`config.mk`:
```
export PLATFORM = sky130hd
export DESIGN_NAME = ipi_ctrl
export DESIGN_NICKNAME = d
export VERILOG_FILES = /design/src/rtl/ipi_pkg.sv /design/src/rtl/ipi_cmd_decode.sv /design/src/rtl/ipi_pend_matrix.sv /design/src/rtl/ipi_readback.sv /design/src/rtl/ipi_ctrl.sv
export SDC_FILE = /design/constraint.sdc
export NUM_CORES = 1
export LEC_CHECK = 0
export ABC_AREA = 1
export BUFFER_PORTS_ARGS = -buffer_cell sky130_fd_sc_hd__buf_2
export CORE_ASPECT_RATIO = 0.75
export CORE_MARGIN = 4
export CORE_UTILIZATION = 44
export DETAILED_ROUTE_END_ITERATION = 8
export GPL_ROUTABILITY_DRIVEN = 0
export PLACE_DENSITY = 0.68
export SKIP_LAST_GASP = 1
export SYNTH_ARGS = -nofsm -noshare
export SYNTH_HDL_FRONTEND = slang
export SYNTH_SLANG_ARGS = --single-unit
```
`constraint.sdc`:
```
create_clock -name clk -period 1.15 [get_ports clk]
set_clock_uncertainty 0.1 [all_clocks]
set_input_delay 0.0575 -clock clk [delete_from_list [all_inputs] [get_ports clk]]
set_output_delay 0.0575 -clock clk [all_outputs]
set_load 0.01 [all_outputs]
```
`src/rtl/ipi_pkg.sv`:
```
package ipi_pkg;

    typedef enum logic [2:0] {
        OP_IDLE  = 3'd0,
        OP_PEEK  = 3'd1,
        OP_RAISE = 3'd2,
        OP_WHO   = 3'd3,
        OP_ACK   = 3'd4
    } ipi_op_e;

    typedef struct packed {
        logic peek;
        logic raise;
        logic who;
        logic ack;
    } ipi_act_t;

endpackage

```
`src/rtl/ipi_cmd_decode.sv`:
```
module ipi_cmd_decode
    import ipi_pkg::*;
#(
    parameter int N       = 4,
    parameter int ID_W    = 2,
    parameter int PARAM_W = 4
) (
    input  logic               valid,
    input  logic [2:0]         op,
    input  logic [ID_W-1:0]    core_id,
    input  logic [PARAM_W-1:0] param,
    output ipi_act_t           act,
    output logic [N-1:0]       issuer_oh,
    output logic [N-1:0]       peer_oh
);

    logic peer_ok;

    always_comb begin
        peer_ok   = (int'(param) < N);
        issuer_oh = N'(1) << core_id;
        peer_oh   = N'(1) << param;
        act       = '0;
        if (valid && peer_ok) begin
            case (op)
                OP_PEEK:  act.peek  = 1'b1;
                OP_RAISE: act.raise = 1'b1;
                OP_WHO:   act.who   = 1'b1;
                OP_ACK:   act.ack   = 1'b1;
                default:  act       = '0;
            endcase
        end
    end

    // Only one action can be decoded from a single command.
    always_comb begin
        AST_ONE_ACTION: assert ($onehot0(act));
    end

endmodule

```
`src/rtl/ipi_pend_matrix.sv`:
```
module ipi_pend_matrix #(
    parameter int N = 4
) (
    input  logic           clk,
    input  logic           rst,
    input  logic           do_raise,
    input  logic           do_ack,
    input  logic [N-1:0]   issuer_oh,
    input  logic [N-1:0]   peer_oh,
    output logic [N*N-1:0] pend,
    output logic [N-1:0]   irq
);

    localparam int PAIRS = N * N;

    typedef struct packed {
        logic [PAIRS-1:0] pend;
        logic [N-1:0]     irq;
    } mat_t;

    mat_t st_d, st_q;

    // Flag index is sender*N + target.
    always_comb begin
        st_d = st_q;
        for (int s = 0; s < N; s++) begin
            for (int t = 0; t < N; t++) begin
                if (do_raise && issuer_oh[s] && peer_oh[t])
                    st_d.pend[s*N+t] = 1'b1;
                if (do_ack && peer_oh[s] && issuer_oh[t])
                    st_d.pend[s*N+t] = 1'b0;
            end
        end
        for (int t = 0; t < N; t++) begin
            st_d.irq[t] = 1'b0;
            for (int s = 0; s < N; s++)
                st_d.irq[t] = st_d.irq[t] | st_d.pend[s*N+t];
        end
    end

    always_ff @(posedge clk) begin
        if (rst) st_q <= '0;
        else     st_q <= st_d;
    end

    assign pend = st_q.pend;
    assign irq  = st_q.irq;

    for (genvar gs = 0; gs < N; gs++) begin : g_snd
        for (genvar gt = 0; gt < N; gt++) begin : g_tgt
            AST_RAISE_SETS: assert property (@(posedge clk) disable iff (rst)
                (do_raise && issuer_oh[gs] && peer_oh[gt]) |=> pend[gs*N+gt]);
            AST_ACK_CLEARS: assert property (@(posedge clk) disable iff (rst)
                (do_ack && peer_oh[gs] && issuer_oh[gt]) |=> !pend[gs*N+gt]);
            AST_PEND_KEEPS: assert property (@(posedge clk) disable iff (rst)
                (pend[gs*N+gt] && !(do_ack && peer_oh[gs] && issuer_oh[gt]))
                |=> pend[gs*N+gt]);
        end
    end

    for (genvar gt = 0; gt < N; gt++) begin : g_line
        AST_IRQ_RISES: assert property (@(posedge clk) disable iff (rst)
            (do_raise && peer_oh[gt]) |=> irq[gt]);
        AST_IRQ_HOLDS: assert property (@(posedge clk) disable iff (rst)
            (irq[gt] && !(do_ack && issuer_oh[gt])) |=> irq[gt]);
    end

endmodule

```
`src/rtl/ipi_readback.sv`:
```
module ipi_readback #(
    parameter int N    = 4,
    parameter int RB_W = 32
) (
    input  logic           clk,
    input  logic           rst,
    input  logic           do_peek,
    input  logic           do_who,
    input  logic [N-1:0]   issuer_oh,
    input  logic [N-1:0]   peer_oh,
    input  logic [N*N-1:0] pend,
    output logic [RB_W-1:0] rb
);

    typedef struct packed {
        logic [RB_W-1:0] rb;
    } rb_t;

    rb_t st_d, st_q;
    logic hit;
    logic [N-1:0] senders;

    always_comb begin
        hit     = 1'b0;
        senders = '0;
        for (int s = 0; s < N; s++) begin
            for (int t = 0; t < N; t++) begin
                hit        = hit | (pend[s*N+t] & issuer_oh[s] & peer_oh[t]);
                senders[s] = senders[s] | (pend[s*N+t] & issuer_oh[t]);
            end
        end
        st_d = st_q;
        if (do_peek)
            st_d.rb = RB_W'(hit);
        else if (do_who)
            st_d.rb = RB_W'(senders);
    end

    always_ff @(posedge clk) begin
        if (rst) st_q <= '0;
        else     st_q <= st_d;
    end

    assign rb = st_q.rb;

    AST_RB_HOLD: assert property (@(posedge clk) disable iff (rst)
        !(do_peek || do_who) |=> $stable(rb));
    AST_PEEK_BINARY: assert property (@(posedge clk) disable iff (rst)
        do_peek |=> (rb[RB_W-1:1] == '0));
    AST_WHO_UPPER: assert property (@(posedge clk) disable iff (rst)
        do_who |=> ((rb >> N) == '0));

endmodule

```
`src/rtl/ipi_ctrl.sv`:
```
module ipi_ctrl
    import ipi_pkg::*;
#(
    parameter  int N       = 4,
    parameter  int PARAM_W = 4,
    parameter  int RB_W    = 32,
    localparam int ID_W    = (N > 1) ? $clog2(N) : 1
) (
    input  logic               clk,
    input  logic               rst,
    input  logic               cmd_valid,
    input  logic [2:0]         cmd_op,
    input  logic [ID_W-1:0]    cmd_core,
    input  logic [PARAM_W-1:0] cmd_param,
    output logic [RB_W-1:0]    rd_data,
    output logic [N-1:0]       irq
);

    ipi_act_t       act;
    logic [N-1:0]   issuer_oh;
    logic [N-1:0]   peer_oh;
    logic [N*N-1:0] pend;

    ipi_cmd_decode #(.N(N), .ID_W(ID_W), .PARAM_W(PARAM_W)) u_dec (
        .valid     (cmd_valid),
        .op        (cmd_op),
        .core_id   (cmd_core),
        .param     (cmd_param),
        .act       (act),
        .issuer_oh (issuer_oh),
        .peer_oh   (peer_oh)
    );

    ipi_pend_matrix #(.N(N)) u_mat (
        .clk       (clk),
        .rst       (rst),
        .do_raise  (act.raise),
        .do_ack    (act.ack),
        .issuer_oh (issuer_oh),
        .peer_oh   (peer_oh),
        .pend      (pend),
        .irq       (irq)
    );

    ipi_readback #(.N(N), .RB_W(RB_W)) u_rb (
        .clk       (clk),
        .rst       (rst),
        .do_peek   (act.peek),
        .do_who    (act.who),
        .issuer_oh (issuer_oh),
        .peer_oh   (peer_oh),
        .pend      (pend),
        .rb        (rd_data)
    );

    AST_BAD_PEER_IGNORED: assert property (@(posedge clk) disable iff (rst)
        (cmd_valid && int'(cmd_param) >= N) |=> ($stable(rd_data) && $stable(pend)));

endmodule

```
==> qor.log <==
qor: yosys.seq_area_frac_synth 28.79%
qor: floorplan.pin_count 48
qor: yosys.yosysUniqueCellTypes 28
qor: critical_path.crit_path_cell_trace inv_1, o22ai_1, nor2_1, nand2_1, nand3b_1, a21oi_2
qor: flow_run.drv_cap 0
qor: floorplan.start_util 45.59%
qor: detailed_routing.dr.pass1.iters 5
qor: power.irDropWorstVdd 775.4 uV
qor: floorplan.row_count 19
qor: critical_path.cp_data_arrival_time 1.20 ns
qor: critical_path.critical_path.n_buffers_inverters 1
qor: timing.hold_viol 0
qor: detailed_routing.drt_drc_violations_left 0
qor: timing.max_freq 918.7 MHz
qor: yosys.avgSynthCellArea 6.495 sq um
qor: critical_path.crit_path_max_incr_delay 0.36 ns
qor: critical_path.timing.critical_path.fanout_max 2
qor: critical_path.critPathLaunchType flop
qor: clock_tree.worst_skew_pair_later_pin_latency 0.27 ns
qor: timing.post-route-period-util 94.65%
qor: grt.number_of_global_route_vias_before_repair 1412
qor: clock_tree.max-clock-path-buffers 2
qor: cells_and_area.seq_area 480.5 sq um
qor: worst_hold_path.hold_path.class input port to flop
qor: grt.initial_antenna_violation_count 0
qor: timing.rsz0062_at_grt false
qor: timing.timing.final.setup_violations 0
qor: critical_path.critical_path.top_delay_family flip-flops
qor: floorplan.core 0.003661 sq mm
qor: cells_and_area.total_of_fill_cells_in_the_finished_design 389
qor: clock_tree.cts_made_buffers 3
qor: clock_tree.clock-root-buffer clkbuf_8
qor: timing.timing.hold.ws 0.004947 ns
qor: detailed_routing.ant_nets 0
qor: clock_tree.cts.hold.buffers_added 0
qor: critical_path.worst-endpoint-required 1.26 ns
qor: power.powerDensity 945.5 mW/mm^2
qor: clock_tree.setup_repair_bufs_after_cts 0
qor: clock_tree.clkTransAtPathRegs 0.09 ns
qor: critical_path.timing_worst_setup_path_type flop to flop
qor: detailed_routing.detailroute.via_count 1578
qor: timing.setup_total_negative_slack 0 ns
qor: timing.post-route-min-period 1.088 ns
qor: cells_and_area.finalNetCount 305
qor: cells_and_area.multi_input_comb_area 927.1 sq um
qor: grt.largest_net_degree_at_the_start_of_global_routing 21
qor: grt.grt.total_usage 17.28%
qor: detailed_routing.viasPerCell 4.587
qor: grt.first_pass_grt_wire_length 6.555 mm
qor: clock_tree.ctsResizeCount 0
qor: critical_path.critPathCaptureType flop
qor: timing.final-max-slew-violation-count 0
qor: outcome.status finished clean
qor: cells_and_area.drive_gt1_share 23.29%
qor: floorplan.die_area 0.004853 sq mm
qor: grt.global_route.overflow_total 0
qor: yosys.yosys_register_bits 24
qor: placement.place.port_buffers 19
qor: floorplan.dieHeight 61.34 microns
qor: yosys.synthesis.yosys.warnings 0
qor: clock_tree.numClockSinks 24
qor: detailed_routing.mean_routed_wirelength_per_cell 11.22 microns
qor: detailed_routing.route.final.wire_length 3.858 mm
qor: clock_tree.clock_tree.htree_level_count 1
qor: placement.detailedPlacementHpwl 2.876 mm
qor: floorplan.die_x 79.12 microns
qor: yosys.syn_area 0.001669 sq mm
qor: cells_and_area.antenna-diode-count 0
qor: clock_tree.cts_tree built
qor: power.leakage 0.9678 nW
qor: yosys.synthesis.instances 257
qor: cells_and_area.layout-area-overhead-vs-synth 15.29%
qor: detailed_routing.dr.first_iter.drc_count 144
qor: critical_path.timing.critical_path.slowest_stage_cell dfxtp_1
-- through the flow --
| stage | area (sq um) | cells | total power [mW] | utilization, % | setup WS (ns) |
|---|---|---|---|---|---|
| 6_report | 1924 | 344 | 1.819 | 52.56 | 0.06155 |
| 4_1_cts | 1922 | 344 | 1.823 | 52.49 | 0.05057 |
| 3_3_place_gp | 1851 | 340 | 1.077 | 50.55 | -0.1076 |
| 2_1_floorplan | 1770 | 284 | 1.062 | - | 0.05219 |
| 3_5_place_dp | 1851 | 340 | 1.077 | 50.55 | -0.1319 |
| 5_1_grt | 1924 | 344 | 1.888 | 52.56 | 0.0009315 |
-- flip-flops by register name, summed over array words and instances, names as in the netlist --
name	cells
u_mat.pend	16
u_mat.irq	4
u_rb.rb	4
-- cell type report --
class | instances | area share [%]
clock buffers | 3 | 2.146
clock inverters | 1 | 1.560
inverters | 28 | 5.462
multi-input cells | 198 | 48.18
flip-flops and latches | 24 | 24.97
well taps | 52 | 3.381
repair buffers | 38 | 14.30
-- cells by family after synthesis --
logic type,synth area share (%)
simple gates,41.60
buf+inv,21.89
flops,28.79
compound gates,7.496
other cells,0.2247
-- path summary, 6_finish.rpt --
kind	startpoint	to	slack, ns	cells past startpoint
worst max-delay path	u_mat.pend[1]	u_rb.rb[0]	0.06	6
worst min-delay path	rst	u_rb.rb[0]	0.005	3
worst min register to register	u_rb.rb[2]	u_rb.rb[2]	0.46	2
worst max register to register	u_mat.pend[1]	u_rb.rb[0]	0.06	6
-- worst register-to-register path: stages (launching register included) --
cell	delay, ns
dfxtp_1	0.36
inv_1	0.09
o22ai_1	0.16
nor2_1	0.07
nand2_1	0.06
nand3b_1	0.08
a21oi_2	0.11
-- power by group --
group,total [mW],internal [mW],switching (mW)
Combinational,0.229,0.0674,0.161
Sequential,0.834,0.833,0.00103
Clock,0.757,0.466,0.291
Total,1.82,1.37,0.454
-- layer usage --
metal | routed length, microns | vias up | global-route usage, %
li1 | - | 824 | -
met1 | 1897 | 686 | 22.80
met2 | 1629 | 64 | 29.62
met3 | 309 | 4 | 3.947
met4 | 22 | 0 | 3.431
met5 | 0 | - | 0
-- Yosys cell counts --
library cell  instances  share of area, %
a21oi_1               5               1.5
a21oi_2               1              0.52
buf_2                 1              0.30
buf_4                28                13
buf_6                 2               1.3
buf_8                 1              0.90
clkbuf_1              2              0.45
clkinv_1              1              0.22
conb_1                1              0.22
dfxtp_1              24                29
inv_1                20               4.5
inv_2                 7               1.6
nand2_1              67                15
nand2_2               2              0.75
nand2_4               1              0.67
nand3_1              35                10
nand3b_1              1              0.45
nand4_1               1              0.38
nor2_1               28               6.3
nor2_2                5               1.9
nor2_4                6               4.0
nor2_8                1               1.2
o211ai_1              2              0.90
o21a_1                1              0.45
o21ai_0               6               1.8
o21ai_1               4               1.2
o22ai_1               3               1.1
or2_2                 1              0.38
-- cells in the final DEF (no fill, tap or decap), types with 5 or more instances in the layout --
master,count
a21oi_1,5
buf_2,19
buf_4,16
conb_1,28
dfxtp_1,24
inv_1,19
inv_2,8
nand2_1,67
nand3_1,35
nor2_1,27
nor2_2,6
nor2_4,6
o21ai_0,6
No activity file was read; power rests on OpenSTA's default activity.
